[src/rtl/vwin_pkg.sv]
package vwin_pkg;
  localparam int unsigned MAX_RATIO = 4;
  localparam int unsigned PW = $clog2(MAX_RATIO);
  localparam logic [15:0] CODE_QUARTER = 16'h1A00;

  typedef logic [PW-1:0] step_t;

  // returns ratio-1; unknown codes fall back to 1:1
  function automatic step_t decode_scale(input logic [15:0] code);
    if (code == CODE_QUARTER) return step_t'(MAX_RATIO - 1);
    return '0;
  endfunction
endpackage

[src/rtl/vwin_sync.sv]
module vwin_sync
  import vwin_pkg::*;
#(
  parameter int unsigned DW = 10
) (
  input  logic          clk_i,
  input  logic          rst_ni,
  input  logic          vsync_i,
  input  logic [DW-1:0] delay_i,
  input  logic [DW-1:0] active_i,
  input  logic [15:0]   scale_i,
  output logic          rise_o,
  output logic          armed_o,
  output logic [DW-1:0] dly_o,
  output logic [DW-1:0] act_o,
  output step_t         rmax_o
);
  logic vs_q;

  assign rise_o = vsync_i & ~vs_q;

  always_ff @(posedge clk_i or negedge rst_ni) begin
    if (!rst_ni) begin
      vs_q    <= 1'b0;
      armed_o <= 1'b0;
      dly_o   <= '0;
      act_o   <= '0;
      rmax_o  <= '0;
    end else begin
      vs_q <= vsync_i;
      if (rise_o) begin
        armed_o <= 1'b1;
        dly_o   <= delay_i;
        act_o   <= active_i;
        rmax_o  <= decode_scale(scale_i);
      end
    end
  end

  assert_sample_hold_R8: assert property (@(posedge clk_i) disable iff (!rst_ni)
    !rise_o |=> ($stable(dly_o) && $stable(act_o) && $stable(rmax_o)));
endmodule

[src/rtl/vwin_line.sv]
module vwin_line #(
  parameter int unsigned DW = 10
) (
  input  logic          clk_i,
  input  logic          rst_ni,
  input  logic          rise_i,
  input  logic          line_i,
  input  logic          armed_i,
  input  logic [DW-1:0] dly_i,
  input  logic [DW-1:0] act_i,
  output logic          strobe_o,
  output logic          in_win_o
);
  localparam int unsigned CW = DW + 1;

  logic [CW-1:0] ln_q;
  logic [CW-1:0] win_lo;
  logic [CW-1:0] win_hi;

  assign win_lo   = {1'b0, dly_i};
  assign win_hi   = {1'b0, dly_i} + {1'b0, act_i};
  assign strobe_o = line_i & ~rise_i & armed_i;
  assign in_win_o = armed_i && (ln_q >= win_lo) && (ln_q < win_hi);

  // ln_q holds the index of the next strobe; saturates past any window end
  always_ff @(posedge clk_i or negedge rst_ni) begin
    if (!rst_ni)                        ln_q <= '0;
    else if (rise_i)                    ln_q <= '0;
    else if (strobe_o && ln_q != '1)    ln_q <= ln_q + 1'b1;
  end

  assert_idx_restart_R2: assert property (@(posedge clk_i) disable iff (!rst_ni)
    rise_i |=> (ln_q == '0));
endmodule

[src/rtl/vwin_decim.sv]
module vwin_decim
  import vwin_pkg::*;
#(
  parameter int unsigned DW = 10
) (
  input  logic          clk_i,
  input  logic          rst_ni,
  input  logic          rise_i,
  input  logic          strobe_i,
  input  logic          in_win_i,
  input  step_t         rmax_i,
  input  logic [DW-1:0] act_i,
  output logic          line_act_o,
  output logic [DW-1:0] out_cnt_o
);
  step_t ph_q;
  logic  keep;

  assign keep = in_win_i && (ph_q == '0);

  always_ff @(posedge clk_i or negedge rst_ni) begin
    if (!rst_ni) begin
      ph_q       <= '0;
      line_act_o <= 1'b0;
      out_cnt_o  <= '0;
    end else if (rise_i) begin
      ph_q       <= '0;
      line_act_o <= 1'b0;
      out_cnt_o  <= '0;
    end else if (strobe_i) begin
      line_act_o <= keep;
      out_cnt_o  <= out_cnt_o + DW'(keep);
      if (in_win_i) ph_q <= (ph_q == rmax_i) ? '0 : ph_q + 1'b1;
    end
  end

  assert_cnt_step_R6: assert property (@(posedge clk_i) disable iff (!rst_ni)
    !rise_i |=> ((out_cnt_o == $past(out_cnt_o)) || (out_cnt_o == $past(out_cnt_o) + 1'b1)));

  assert_cnt_bound_R4: assert property (@(posedge clk_i) disable iff (!rst_ni)
    out_cnt_o <= act_i);
endmodule

[src/rtl/vwin_gen.sv]
module vwin_gen
  import vwin_pkg::*;
#(
  parameter int unsigned DW = 10
) (
  input  logic          clk_i,
  input  logic          rst_ni,
  input  logic          vsync_i,
  input  logic          line_i,
  input  logic [DW-1:0] delay_i,
  input  logic [DW-1:0] active_i,
  input  logic [15:0]   scale_i,
  output logic          line_act_o,
  output logic [DW-1:0] out_cnt_o
);
  logic          rise;
  logic          armed;
  logic [DW-1:0] dly_q;
  logic [DW-1:0] act_q;
  step_t         rmax_q;
  logic          strobe;
  logic          in_win;

  vwin_sync #(.DW(DW)) u_sync (
    .clk_i    (clk_i),
    .rst_ni   (rst_ni),
    .vsync_i  (vsync_i),
    .delay_i  (delay_i),
    .active_i (active_i),
    .scale_i  (scale_i),
    .rise_o   (rise),
    .armed_o  (armed),
    .dly_o    (dly_q),
    .act_o    (act_q),
    .rmax_o   (rmax_q)
  );

  vwin_line #(.DW(DW)) u_line (
    .clk_i    (clk_i),
    .rst_ni   (rst_ni),
    .rise_i   (rise),
    .line_i   (line_i),
    .armed_i  (armed),
    .dly_i    (dly_q),
    .act_i    (act_q),
    .strobe_o (strobe),
    .in_win_o (in_win)
  );

  vwin_decim #(.DW(DW)) u_decim (
    .clk_i      (clk_i),
    .rst_ni     (rst_ni),
    .rise_i     (rise),
    .strobe_i   (strobe),
    .in_win_i   (in_win),
    .rmax_i     (rmax_q),
    .act_i      (act_q),
    .line_act_o (line_act_o),
    .out_cnt_o  (out_cnt_o)
  );

  assert_idle_unarmed_R1: assert property (@(posedge clk_i) disable iff (!rst_ni)
    !armed |-> (!line_act_o && out_cnt_o == '0));

  assert_rise_clears_R9: assert property (@(posedge clk_i) disable iff (!rst_ni)
    rise |=> (!line_act_o && out_cnt_o == '0));

  assert_hold_R10: assert property (@(posedge clk_i) disable iff (!rst_ni)
    (!strobe && !rise) |=> ($stable(line_act_o) && $stable(out_cnt_o)));
endmodule

[config.mk]
export PLATFORM = sky130hd
export DESIGN_NAME = vwin_gen
export DESIGN_NICKNAME = d
export VERILOG_FILES = /design/src/rtl/vwin_pkg.sv /design/src/rtl/vwin_sync.sv /design/src/rtl/vwin_line.sv /design/src/rtl/vwin_decim.sv /design/src/rtl/vwin_gen.sv
export SDC_FILE = /design/constraint.sdc
export NUM_CORES = 1
export LEC_CHECK = 0
export BUFFER_PORTS_ARGS = -buffer_cell sky130_fd_sc_hd__buf_2
export CAP_MARGIN = 20
export CELL_PAD_IN_SITES_DETAIL_PLACEMENT = 1
export CELL_PAD_IN_SITES_GLOBAL_PLACEMENT = 1
export CORE_UTILIZATION = 43
export CTS_CLUSTER_SIZE = 40
export DETAILED_ROUTE_END_ITERATION = 12
export GPL_TIMING_DRIVEN = 0
export HOLD_SLACK_MARGIN = 0.12
export PLACE_DENSITY_LB_ADDON = 0.08
export SYNTH_ARGS = -nofsm -noshare
export SYNTH_HDL_FRONTEND = slang
export SYNTH_SLANG_ARGS = --single-unit
[constraint.sdc]
create_clock -name clk_i -period 5.1 [get_ports clk_i]
set_input_delay 0 -clock clk_i [delete_from_list [all_inputs] [get_ports clk_i]]
set_output_delay 0 -clock clk_i [all_outputs]
set_load 0.1 [all_outputs]
==> results.cfg <==
[synth]
muxShareOfSynthArea_pct = 1.529
netlist.area_leader.share_pct = 39.92
synth_edf_count = 0
ys_seq_area_share_pct = 39.92
synth_top_area_cell = dfrtp_1
synthesis.instances = 313
synth.cell_area_um2 = 2947
avgSynthCellArea_um2 = 9.414
synth_nets = 388
synth_top_family_by_area = simple AND/OR/NAND/NOR gates
synthXorXnorAreaFrac_pct = 5.350
synth-compound-area-share_pct = 14.23
yosysUniqueCellTypes = 47
synthAdderAreaFrac_pct = 15.12
ys_ff_latch = 47
synth.area.top_cells = dfrtp_1, ha_1, nand2_1
async_flop_share_pct = 100.0
synth_simple_gate_area_share_pct = 20.51
ys.flop_type = dfrtp_1
ys.warnings.count = 0

[grt]
grt_pass1_wl_um = 12990
first_global_vias = 2673
track_usage_pct = 23.39
grt_max_degree = 48
use_met2_pct = 40.58
antenna_found_initial = 0
busiest_layer = met2
grtUsageMet1_pct = 29.60
grt_use_met3_pct = 4.228
grt-ovfl-total = 0

[sta]
clock.fmax_ghz = 0.2303
fin_worst_skew_ns = 0.01421
fin_ws_ns = 0.7587
finalSetupTns_ns = 0
tightestPinTransition_ns = 0.6373
slew_violations = 0
finalSetupViolations = 0
max_slew_margin_pct = 57.52
rsz0062_at_grt = no
post-route-period-util_pct = 85.12
hold_viol = 0
fin_crit_ns = 4.341

[critical_path]
critPathSlowestCell = dfrtp_1
required_ns = 5.29
slowest_delay_ns = 0.42
start_kind = register
cp.arrival_ns = 4.53
cp_top_family = compound AO/OA/AOI/OAI gates
path_buf_inv = 0
cp-end-kind = register
worstPathMaxFanout = 4
critPathKind = reg -> reg
path_common_cell = ha_1
worstPathCellList = ha_1, fa_1, a21o_1, a21oi_2, o21ai_0, a31o_2, xnor2_1, ha_1, a211oi_1, o21ai_1, a221oi_2, o211a_1, ha_1, nand3_1, nor3_2, and3_1, xnor2_1, nor2_1

[clock_tree]
clk_latency_ns = 0.32
cts_tree = yes
cts_buffers = 5
clkSinkCount = 47
cts_buffer_depth = 2
post_cts_buffers = 0
h-tree-depth = 2
cts-root-buf = clkbuf_8
clk_pin_slew_ns = 0.11

[status]
status = completed

[routing]
first_pass_iters = 6
final_antenna_net_count = 0
routedWlPerCell_um = 15.81
wirelength_um = 7508
drc = 0
drtIter0Drc = 48
vias = 2539
routed_via_density = 5.345

[job]
drv_cap = 0

[pwr]
leakage_nw = 1.900
ir_drop_uv = 138.5
clkPwrFrac_pct = 25.3
switching_share_pct = 35.30
powerDensity_nw_per_um2 = 266.8
total_power_uw = 977.6
power_frac_seq_pct = 44.0
switchingPower_uw = 345.1
intPower_uw = 632.5
combPwrFrac_pct = 30.8

[die]
rows = 29
dieWidth_um = 84.78
initial_utilization_pct = 45.37
die-height_um = 84.78
dieArea_um2 = 7188
fp.coreArea_um2 = 6495
ioPinCount = 51

[finish]
drive_gt1_share_pct = 18.59
area_growth_pct = 24.37
fill_cells = 770
layout.cells.non_filler = 475
nets = 472
fin_util_pct = 56.42
diodes = 0

[place]
place.gp.congestion = 0.8060
io_buffers = 50
dp.cells = 440
dpl.hpwl_um = 5315
place_ws_ns = 0.7913

[hold_path]
hold_class = in -> async
==> per-stage QoR <==
| step | hold slack [ns] | cell area (µm²) |
|---|---|---|
| 6_report | 0.1192 | 3665 |
| 3_5_place_dp | 0.1371 | 3293 |
| 2_1_floorplan | -0.2956 | 2947 |
| 5_1_grt | 0.1453 | 3665 |
| 4_1_cts | 0.3269 | 3645 |
| 3_3_place_gp | 0.1322 | 3293 |
==> cell usage in the layout, fill, tap and decap left out, types with 2 or more instances in the layout <==
cell and n:
a211oi_1 3, a21o_1 7, a21oi_1 7, a31oi_1 3, and2_1 2, and3_1 5
and4_1 2, buf_2 51, clkbuf_1 6, clkbuf_8 5, dfrtp_1 47, dlygate4sd3_1 26
ha_1 34, inv_1 17, inv_6 2, mux2i_1 3, nand2_1 57, nand2b_1 5
nand3_1 14, nand4_1 7, nor2_1 15, nor2b_1 4, nor3_1 3, nor3_2 2
nor4_1 2, o211ai_1 6, o21ai_0 18, o21ai_1 3, o31ai_1 3, xnor2_1 7
xor2_1 11
==> logic make-up after synthesis <==
logic type,count (synthesis)
compound gates,61
fa+ha+maj,35
flops,47
xor+xnor,18
buf+inv,25
simple gates,123
mux,4
==> synthesized netlist by cell type, drive strengths merged (4+ instances only) <==
cell type  count
ha            34
nor2          16
a21oi          8
nand2b         5
o21ai         22
nand3         14
xor2          11
xnor2          7
o211ai         7
nand2         57
nor2b          4
inv           17
clkbuf         6
nor3           5
a21o           7
dfrtp         47
nand4          8
and3           5
a211oi         4
==> worst paths after layout <==
path / to / slack (ns) / start / cells past startpoint
max in group asynchronous: u_decim.out_cnt_o[4] / 4.46 / rst_ni / 3
setup reg to reg: u_decim.out_cnt_o[5] / 0.76 / u_sync.dly_o[0] / 18
setup / recovery: u_decim.out_cnt_o[5] / 0.76 / u_sync.dly_o[0] / 18
hold / removal: u_sync.act_o[0] / 0.12 / rst_ni / 2
min in group clk_i: u_sync.vs_q / 0.34 / vsync_i / 2
hold reg to reg: u_sync.rmax_o[0] / 0.50 / u_sync.rmax_o[0] / 2
==> layout make-up <==
class                   instances  area (µm²)  share of cell area (%)
multi-input cells             241        1672                   45.61
flip-flops and latches         47        1176                   32.09
repair buffers                 77       530.5                   14.48
well taps                      77       96.34                   2.629
clock buffers                   5       68.82                   1.878
inverters                      17       63.81                   1.741
plain buffers                   8       35.03                  0.9560
clock inverters                 3       22.52                  0.6145
==> power by group through the flow <==
stage / registers [mW] / logic, mW / clock network (mW)
after floorplan: 0.434 / 0.201 / 0
after global placement: 0.436 / 0.272 / 0
after detailed placement: 0.436 / 0.286 / 0
after CTS: 0.430 / 0.302 / 0.255
after global routing: 0.435 / 0.347 / 0.269
final: 0.430 / 0.301 / 0.247
==> layer usage <==
metal  routed length (µm)  share of wire (%)  vias up
li1                     -                  -     1274
met1                 3485                 46     1221
met2                 3707                 49       33
met3                  165                2.2       11
met4                  150                2.0        0
met5                    0                  0        -
==> what timing repair did <==
item,CTS,global route
endpoints found under the hold margin,71,0
hold buffers,26,0
gates resized for setup,0,0
==> state kept, by name (all words and copies together), names as in the netlist <==
register / cells
u_decim.line_act_o: 1
u_decim.out_cnt_o: 10
u_decim.ph_q: 2
u_line.ln_q: 11
u_sync.act_o: 10
u_sync.armed_o: 1
u_sync.dly_o: 10
u_sync.rmax_o: 1
u_sync.vs_q: 1
Power figures use the tool's default switching activity.
